`src/rtl/wwb_pkg.sv`:
```
package wwb_pkg;
  typedef enum logic [2:0] {
    PH_IDLE = 3'd0,
    PH_ADDR = 3'd1,
    PH_DATA = 3'd2,
    PH_REL  = 3'd3
  } phase_t;

  localparam logic [1:0] AW_SEL_NARROW = 2'd0;
  localparam logic [1:0] AW_SEL_MID    = 2'd1;
endpackage

```
`src/rtl/wwb_seq.sv`:
```
module wwb_seq
  import wwb_pkg::*;
#(
  parameter int DATA_CYC = 2
) (
  input  logic clk,
  input  logic rst_n,
  input  logic start,
  output logic accept,
  output logic ph_addr,
  output logic ph_data,
  output logic ph_rel,
  output logic busy,
  output logic done
);
  localparam int CW = (DATA_CYC > 1) ? $clog2(DATA_CYC) : 1;
  localparam logic [CW-1:0] LAST = CW'(DATA_CYC - 1);

  phase_t state_q, state_d;
  logic [CW-1:0] cnt_q, cnt_d;
  logic done_q, done_d;

  assign accept = start && (state_q == PH_IDLE);

  always_comb begin
    state_d = state_q;
    cnt_d   = cnt_q;
    done_d  = 1'b0;
    case (state_q)
      PH_IDLE: if (start) state_d = PH_ADDR;
      PH_ADDR: begin
        state_d = PH_DATA;
        cnt_d   = '0;
      end
      PH_DATA: begin
        if (cnt_q == LAST) state_d = PH_REL;
        else cnt_d = cnt_q + 1'b1;
      end
      PH_REL: begin
        state_d = PH_IDLE;
        done_d  = 1'b1;
      end
      default: state_d = PH_IDLE;
    endcase
  end

  always_ff @(posedge clk or negedge rst_n) begin
    if (!rst_n) begin
      state_q <= PH_IDLE;
      cnt_q   <= '0;
      done_q  <= 1'b0;
    end else begin
      state_q <= state_d;
      cnt_q   <= cnt_d;
      done_q  <= done_d;
    end
  end

  assign ph_addr = (state_q == PH_ADDR);
  assign ph_data = (state_q == PH_DATA);
  assign ph_rel  = (state_q == PH_REL);
  assign busy    = (state_q != PH_IDLE);
  assign done    = done_q;

  AST_ADDR_ONE_CYCLE: assert property (@(posedge clk) disable iff (!rst_n)
    ph_addr |=> ph_data);
  AST_DONE_AFTER_BUSY: assert property (@(posedge clk) disable iff (!rst_n)
    done |-> (!busy && $past(busy)));
  AST_BUSY_HOLDS: assert property (@(posedge clk) disable iff (!rst_n)
    (busy && !ph_rel) |=> busy);
endmodule

```
`src/rtl/wwb_hold.sv`:
```
module wwb_hold #(
  parameter int BYTE_W = 8
) (
  input  logic              clk,
  input  logic              rst_n,
  input  logic              cap_en,
  input  logic [BYTE_W-1:0] din,
  output logic [BYTE_W-1:0] hold
);
  logic [BYTE_W-1:0] hold_q, hold_d;

  always_comb begin
    hold_d = hold_q;
    if (cap_en) hold_d = din;
  end

  always_ff @(posedge clk or negedge rst_n) begin
    if (!rst_n) hold_q <= '0;
    else        hold_q <= hold_d;
  end

  assign hold = hold_q;

  AST_HOLD_ONLY_ON_EVEN: assert property (@(posedge clk) disable iff (!rst_n)
    !cap_en |=> $stable(hold_q));
endmodule

```
`src/rtl/wwb_addr.sv`:
```
module wwb_addr
  import wwb_pkg::*;
#(
  parameter int WA_W   = 20,
  parameter int BUS_W  = 16,
  parameter int NARROW = 12,
  parameter int MID    = 16
) (
  input  logic [1:0]          aw_sel,
  input  logic [WA_W-1:0]     word_addr,
  output logic [BUS_W-1:0]    addr_lo,
  output logic [WA_W-BUS_W-1:0] addr_hi
);
  logic [WA_W-1:0] masked;

  for (genvar i = 0; i < WA_W; i++) begin : g_mask
    logic keep;
    always_comb begin
      if (aw_sel == AW_SEL_NARROW)   keep = (i < NARROW);
      else if (aw_sel == AW_SEL_MID) keep = (i < MID);
      else                           keep = 1'b1;
    end
    assign masked[i] = word_addr[i] & keep;
  end

  assign addr_lo = masked[BUS_W-1:0];
  assign addr_hi = masked[WA_W-1:BUS_W];
endmodule

```
`src/rtl/word_write_bus_if.sv`:
```
module word_write_bus_if
  import wwb_pkg::*;
#(
  parameter int PTR_W    = 21,
  parameter int BYTE_W   = 8,
  parameter int DATA_CYC = 2,
  parameter int AW_NARROW = 12,
  parameter int AW_MID    = 16
) (
  input  logic                   clk,
  input  logic                   rst_n,
  input  logic [1:0]             cfg_aw,
  input  logic                   req_start,
  input  logic [PTR_W-1:0]       req_ptr,
  input  logic [BYTE_W-1:0]      req_data,
  output logic                   busy,
  output logic                   done,
  output logic [PTR_W-2-2*BYTE_W:0] ext_addr_hi,
  output logic [2*BYTE_W-1:0]    ext_ad_o,
  output logic                   ext_ad_oe,
  output logic                   ext_ale,
  output logic                   ext_ce_n,
  output logic                   ext_oe_n,
  output logic                   ext_wrh_n,
  output logic                   ext_wrl_n,
  output logic                   ext_ub_n,
  output logic                   ext_lb_n,
  output logic                   ext_ba0
);
  localparam int WA_W  = PTR_W - 1;
  localparam int BUS_W = 2 * BYTE_W;
  localparam int HI_W  = WA_W - BUS_W;

  // reset: asserted asynchronously, released on a clock edge
  logic [1:0] rst_sync_q;
  logic       rst_int_n;
  always_ff @(posedge clk or negedge rst_n) begin
    if (!rst_n) rst_sync_q <= 2'b00;
    else        rst_sync_q <= {rst_sync_q[0], 1'b1};
  end
  assign rst_int_n = rst_sync_q[1];

  logic accept, ph_addr, ph_data, ph_rel, active, odd_drive;

  wwb_seq #(.DATA_CYC(DATA_CYC)) u_seq (
    .clk    (clk),
    .rst_n  (rst_int_n),
    .start  (req_start),
    .accept (accept),
    .ph_addr(ph_addr),
    .ph_data(ph_data),
    .ph_rel (ph_rel),
    .busy   (busy),
    .done   (done)
  );

  // request capture, enabled on accept
  logic [PTR_W-1:0]  ptr_q, ptr_d;
  logic [BYTE_W-1:0] data_q, data_d;
  logic [1:0]        aw_q, aw_d;

  always_comb begin
    ptr_d  = ptr_q;
    data_d = data_q;
    aw_d   = aw_q;
    if (accept) begin
      ptr_d  = req_ptr;
      data_d = req_data;
      aw_d   = cfg_aw;
    end
  end

  always_ff @(posedge clk or negedge rst_int_n) begin
    if (!rst_int_n) begin
      ptr_q  <= '0;
      data_q <= '0;
      aw_q   <= '0;
    end else begin
      ptr_q  <= ptr_d;
      data_q <= data_d;
      aw_q   <= aw_d;
    end
  end

  logic [BYTE_W-1:0] hold;
  wwb_hold #(.BYTE_W(BYTE_W)) u_hold (
    .clk   (clk),
    .rst_n (rst_int_n),
    .cap_en(accept && !req_ptr[0]),
    .din   (req_data),
    .hold  (hold)
  );

  logic [BUS_W-1:0] addr_lo;
  logic [HI_W-1:0]  addr_hi;
  wwb_addr #(.WA_W(WA_W), .BUS_W(BUS_W), .NARROW(AW_NARROW), .MID(AW_MID)) u_addr (
    .aw_sel   (aw_q),
    .word_addr(ptr_q[PTR_W-1:1]),
    .addr_lo  (addr_lo),
    .addr_hi  (addr_hi)
  );

  assign active    = ph_addr | ph_data | ph_rel;
  assign odd_drive = (ph_data | ph_rel) & ptr_q[0];

  always_comb begin
    if (ph_addr)        ext_ad_o = addr_lo;
    else if (odd_drive) ext_ad_o = {data_q, hold};
    else                ext_ad_o = '0;
  end

  assign ext_addr_hi = active ? addr_hi : '0;
  assign ext_ad_oe   = ph_addr | odd_drive;
  assign ext_ale     = ph_addr;
  assign ext_ce_n    = ~active;
  assign ext_oe_n    = 1'b1;
  assign ext_wrh_n   = ~(ph_data & ptr_q[0]);
  assign ext_wrl_n   = 1'b1;
  assign ext_ub_n    = ~active;
  assign ext_lb_n    = ~active;
  assign ext_ba0     = active & ptr_q[0];

  AST_ALE_PULSE: assert property (@(posedge clk) disable iff (!rst_int_n)
    ext_ale |=> !ext_ale);
  AST_STROBE_TWO_LOW: assert property (@(posedge clk) disable iff (!rst_int_n)
    $fell(ext_wrh_n) |=> !ext_wrh_n);
  AST_STROBE_RELEASED: assert property (@(posedge clk) disable iff (!rst_int_n)
    ($fell(ext_wrh_n) ##1 !ext_wrh_n) |=> ext_wrh_n);
  AST_DATA_AFTER_STROBE: assert property (@(posedge clk) disable iff (!rst_int_n)
    $rose(ext_wrh_n) |-> (ext_ad_oe && !ext_ce_n));
  AST_NARROW_UPPER_LOW: assert property (@(posedge clk) disable iff (!rst_int_n)
    (ext_ale && aw_q == AW_SEL_NARROW) |-> (ext_ad_o[BUS_W-1:AW_NARROW] == '0));
endmodule

```
`config.mk`:
```
export PLATFORM = sky130hd
export DESIGN_NAME = word_write_bus_if
export DESIGN_NICKNAME = d
export VERILOG_FILES = /design/src/rtl/wwb_pkg.sv /design/src/rtl/wwb_seq.sv /design/src/rtl/wwb_hold.sv /design/src/rtl/wwb_addr.sv /design/src/rtl/word_write_bus_if.sv
export SDC_FILE = /design/constraint.sdc
export NUM_CORES = 1
export LEC_CHECK = 0
export BUFFER_PORTS_ARGS = -buffer_cell sky130_fd_sc_hd__buf_2
export CELL_PAD_IN_SITES_DETAIL_PLACEMENT = 0
export CELL_PAD_IN_SITES_GLOBAL_PLACEMENT = 1
export CORE_MARGIN = 8
export CORE_UTILIZATION = 25
export CTS_BUF_LIST = sky130_fd_sc_hd__clkbuf_4
export DETAILED_ROUTE_END_ITERATION = 8
export GPL_TIMING_DRIVEN = 0
export HOLD_SLACK_MARGIN = 0.08
export PLACE_DENSITY_LB_ADDON = 0.1
export SETUP_SLACK_MARGIN = 0.5
export SYNTH_ARGS = -nofsm -noshare
export SYNTH_HDL_FRONTEND = slang
export SYNTH_HIERARCHICAL = 1
export SYNTH_SLANG_ARGS = --single-unit
```
`constraint.sdc`:
```
create_clock -name clk -period 3.25 [get_ports clk]
set_clock_uncertainty 0.2 [all_clocks]
set_input_delay 0.4875 -clock clk [delete_from_list [all_inputs] [get_ports clk]]
set_output_delay 0.4875 -clock clk [all_outputs]
set_load 0.01 [all_outputs]
```
==> key figures <==
Route
  – Average via count per standard cell: 3.93
  – Iteration-0 DRC Markers: 25
  – DRC Markers: 0
  – Post-Route WL: 5.96 mm
  – Drt pass-1 iters: 3
  – Post-DRT Antenna Nets: 0
  – DR vias: 1569
  – DR WL/cell: 14.9 um

Global route
  – Via count of the first global-routing pass: 1716
  – Pin count of the biggest net entering global routing: 31
  – First-pass GRT wire length: 9.46 mm
  – Grt ovf: 0
  – Gr usage total: under 10%
  – Antenna violations before repair: 0

Die
  – Die ar.: 13100 um2
  – I/O pins: 65
  – Row Count: 36
  – Core ar.: between 9000 and 10000 um2
  – Vert. Die Dim: about 110 um
  – Initial core utilization: 25.3%
  – Die Wd: 115 um

Timing
  – Slew Limit Fails: 0
  – Final setup fails: 0
  – Fin. Hold Viols: 0
  – Setup tns final: 0 ps
  – Slew margin rel.: roughly 60%
  – Tmin final: between 2000 and 3000 ps
  – RSZ-0062 raised after global routing: no
  – Min Hold Slack: between 150 and 200 ps
  – Max Clock Freq: 380 MHz
  – Worst-margin pin slew: 596 ps
  – Tcrit/Tclk final: 80.9%

Critical path
  – CP Class: flip-flop to output port
  – Setup crit start kind: flip-flop
  – Cell Chain, Critical Path: inv_1, ha_2, nor3_4, buf_4, buf_2
  – Crit-path slowest cell: dfrtp_1
  – Crit. Startpoint: u_seq/state_q[0]
  – Largest stage delay on the critical path: 470 ps
  – RR Startpoint: u_seq/state_q[1]
  – CP required: roughly 2600 ps
  – CP top delay family: flip-flops
  – Critical path fanouts, max: 8
  – Critical path endpoint category: output port
  – Worst endpoint data arrival time: 1940 ps
  – CP bufs+invs: 3

Synthesis
  – Synth Register Bits: 45
  – Synthesized netlist cell count: 190
  – Post-synth design cell area: around 2400 um2
  – Distinct cells, synth: 23
  – Synth Area per Inst: 12.8 um2
  – Yosys warns: 6
  – Seq/Total Area, Yosys: 46.4%

Flow run
  – Max_cap viols: 0

Clock network
  – H-tree depth: 2
  – Num CTS Buffers: 5
  – Later-pin clock latency in the skew report: 360 ps
  – Root Buffer: clkbuf_4
  – CTS tree: built
  – Max clock buf depth: 2
  – Worst-path clk slew: 130 ps
  – CTS Sinks: 45

Min path
  – Hold Startpoint: req_ptr[11]
  – Hold crit path type: primary input to flip-flop

Place
  – Port Buffers: 62
  – Post-DP HPWL: 4.51 mm
  – Placer Congestion: 0.677

Pwr
  – Max IR drop VDD: roughly 0.33 mV
  – P_leak: 1.48 nW
  – Power per cell area: 1000 nW/um2

Final layout
  – Final antenna diode count: 0
  – Finished Core Util: 32.0%
  – Share of cells above drive strength 1: 54.1%
  – Fill count: 1031
  – Area added between synthesis and finish: 26.5%
  – Final-stage net count: 303

Run status
  – Outcome: finished clean
[cell usage after synthesis]
master	number	area, um2
clkbuf_2	1	5.00
nor2b_1	6	37.5
o21ai_0	7	35.0
nor3_2	1	10.0
nand2_1	18	67.6
buf_12	3	60.1
and2_2	1	7.51
o22a_2	1	10.0
and2_1	4	25.0
inv_2	1	3.75
o21ai_1	10	50.1
buf_4	17	128
conb_1	1	3.75
o21ai_2	1	8.76
mux2_4	38	571
buf_6	4	45.0
mux2_2	2	22.5
ha_1	4	50.1
inv_1	3	11.3
nand2b_1	17	106
dfrtp_1	45	1130
a2bb2oi_2	1	15.0
o21a_1	4	30.0
[registers in the layout, indices dropped and copies added (netlist names)]
name,count
aw_q,2
data_q,8
ptr_q,21
rst_sync_q,2
u_hold/hold,8
u_seq/cnt_q,1
u_seq/done,1
u_seq/state_q,2
[report_power, final]
group          switching (mW)  internal [mW]
registers               0.182          0.834
logic                   0.731          0.992
clock network           0.178          0.169
total                    1.09           1.99
[stage by stage]
stage / instances / cell area [um2] / worst slack, ps / power (mW)
2_1_floorplan: 192 / 2440 / 1210 / 2.24
3_3_place_gp: 387 / 2910 / 805 / 2.74
3_5_place_dp: 388 / 2930 / 815 / 2.74
4_1_cts: 399 / 3050 / 475 / 3.12
5_1_grt: 399 / 3070 / 518 / 3.33
6_report: 399 / 3070 / 621 / 3.09
[cell usage in the layout (no fill, tap or decap), types with 4 or more instances in the layout]
master | synthesis | layout
nand2_1 | 18 | 18
nand2b_1 | 17 | 17
buf_12 | 3 | 4
o21ai_1 | 10 | 10
buf_6 | 4 | 4
and2_1 | 4 | 4
nor2b_1 | 6 | 6
clkbuf_4 | 0 | 6
buf_2 | 0 | 62
dfrtp_1 | 45 | 44
mux2_4 | 38 | 38
o21ai_0 | 7 | 7
o21a_1 | 4 | 4
buf_4 | 17 | 17
[area by class of cell]
type,count,area [um2],area share (%)
flip-flops and latches,45,1130,36.7
multi-input cells,118,1090,35.4
repair buffers,66,360,11.7
plain buffers,25,238,7.74
well taps,133,166,5.42
clock buffers,6,45.0,1.47
clock inverters,2,33.8,1.10
inverters,4,15.0,0.489
[routing by layer]
layer / vias up / track usage (%) / routed length [um]
li1: 768 / - / -
met1: 747 / 12.5 / 2900
met2: 47 / 14.3 / 2610
met3: 7 / 3.01 / 384
met4: 0 / 2.93 / 63
met5: - / 0 / 0
[path summary, 6_finish.rpt]
| kind | end | slack [ps] | cells after the start |
|---|---|---|---|
| max reg2reg | u_hold/hold[2] | 1020 | 8 |
| min reg2reg | rst_sync_q[1] | 170 | 0 |
| max | ext_ub_n | 620 | 5 |
| max in group asynchronous | ptr_q[9] | 1860 | 1 |
| min in group asynchronous | rst_sync_q[1] | 220 | 2 |
| min | ptr_q[11] | 150 | 2 |
[kinds of logic after synthesis]
family	share of synthesized area, %
DFF	46.4
buffers and inverters	10.4
other	0.154
AOI/OAI and AO/OA	6.13
and+or+nand+nor	10.5
adders and majority gates	2.06
muxes	24.4
[worst register-to-register path, delay by kind of cell, from the launching register on]
family / cells / cell delay [ps]
DFF: 1 / 440
muxes: 1 / 320
and+or+nand+nor: 2 / 330
adders and majority gates: 1 / 220
buffers and inverters: 4 / 600
[timing repair]
action	4_1_cts	5_1_grt
pin swaps	0	0
setup buffers	0	0
resized for setup	1	4
hold buffers	3	0
endpoints found under the setup margin	8	15
hold endpoints to repair	15	0
Power figures use the tool's default switching activity.
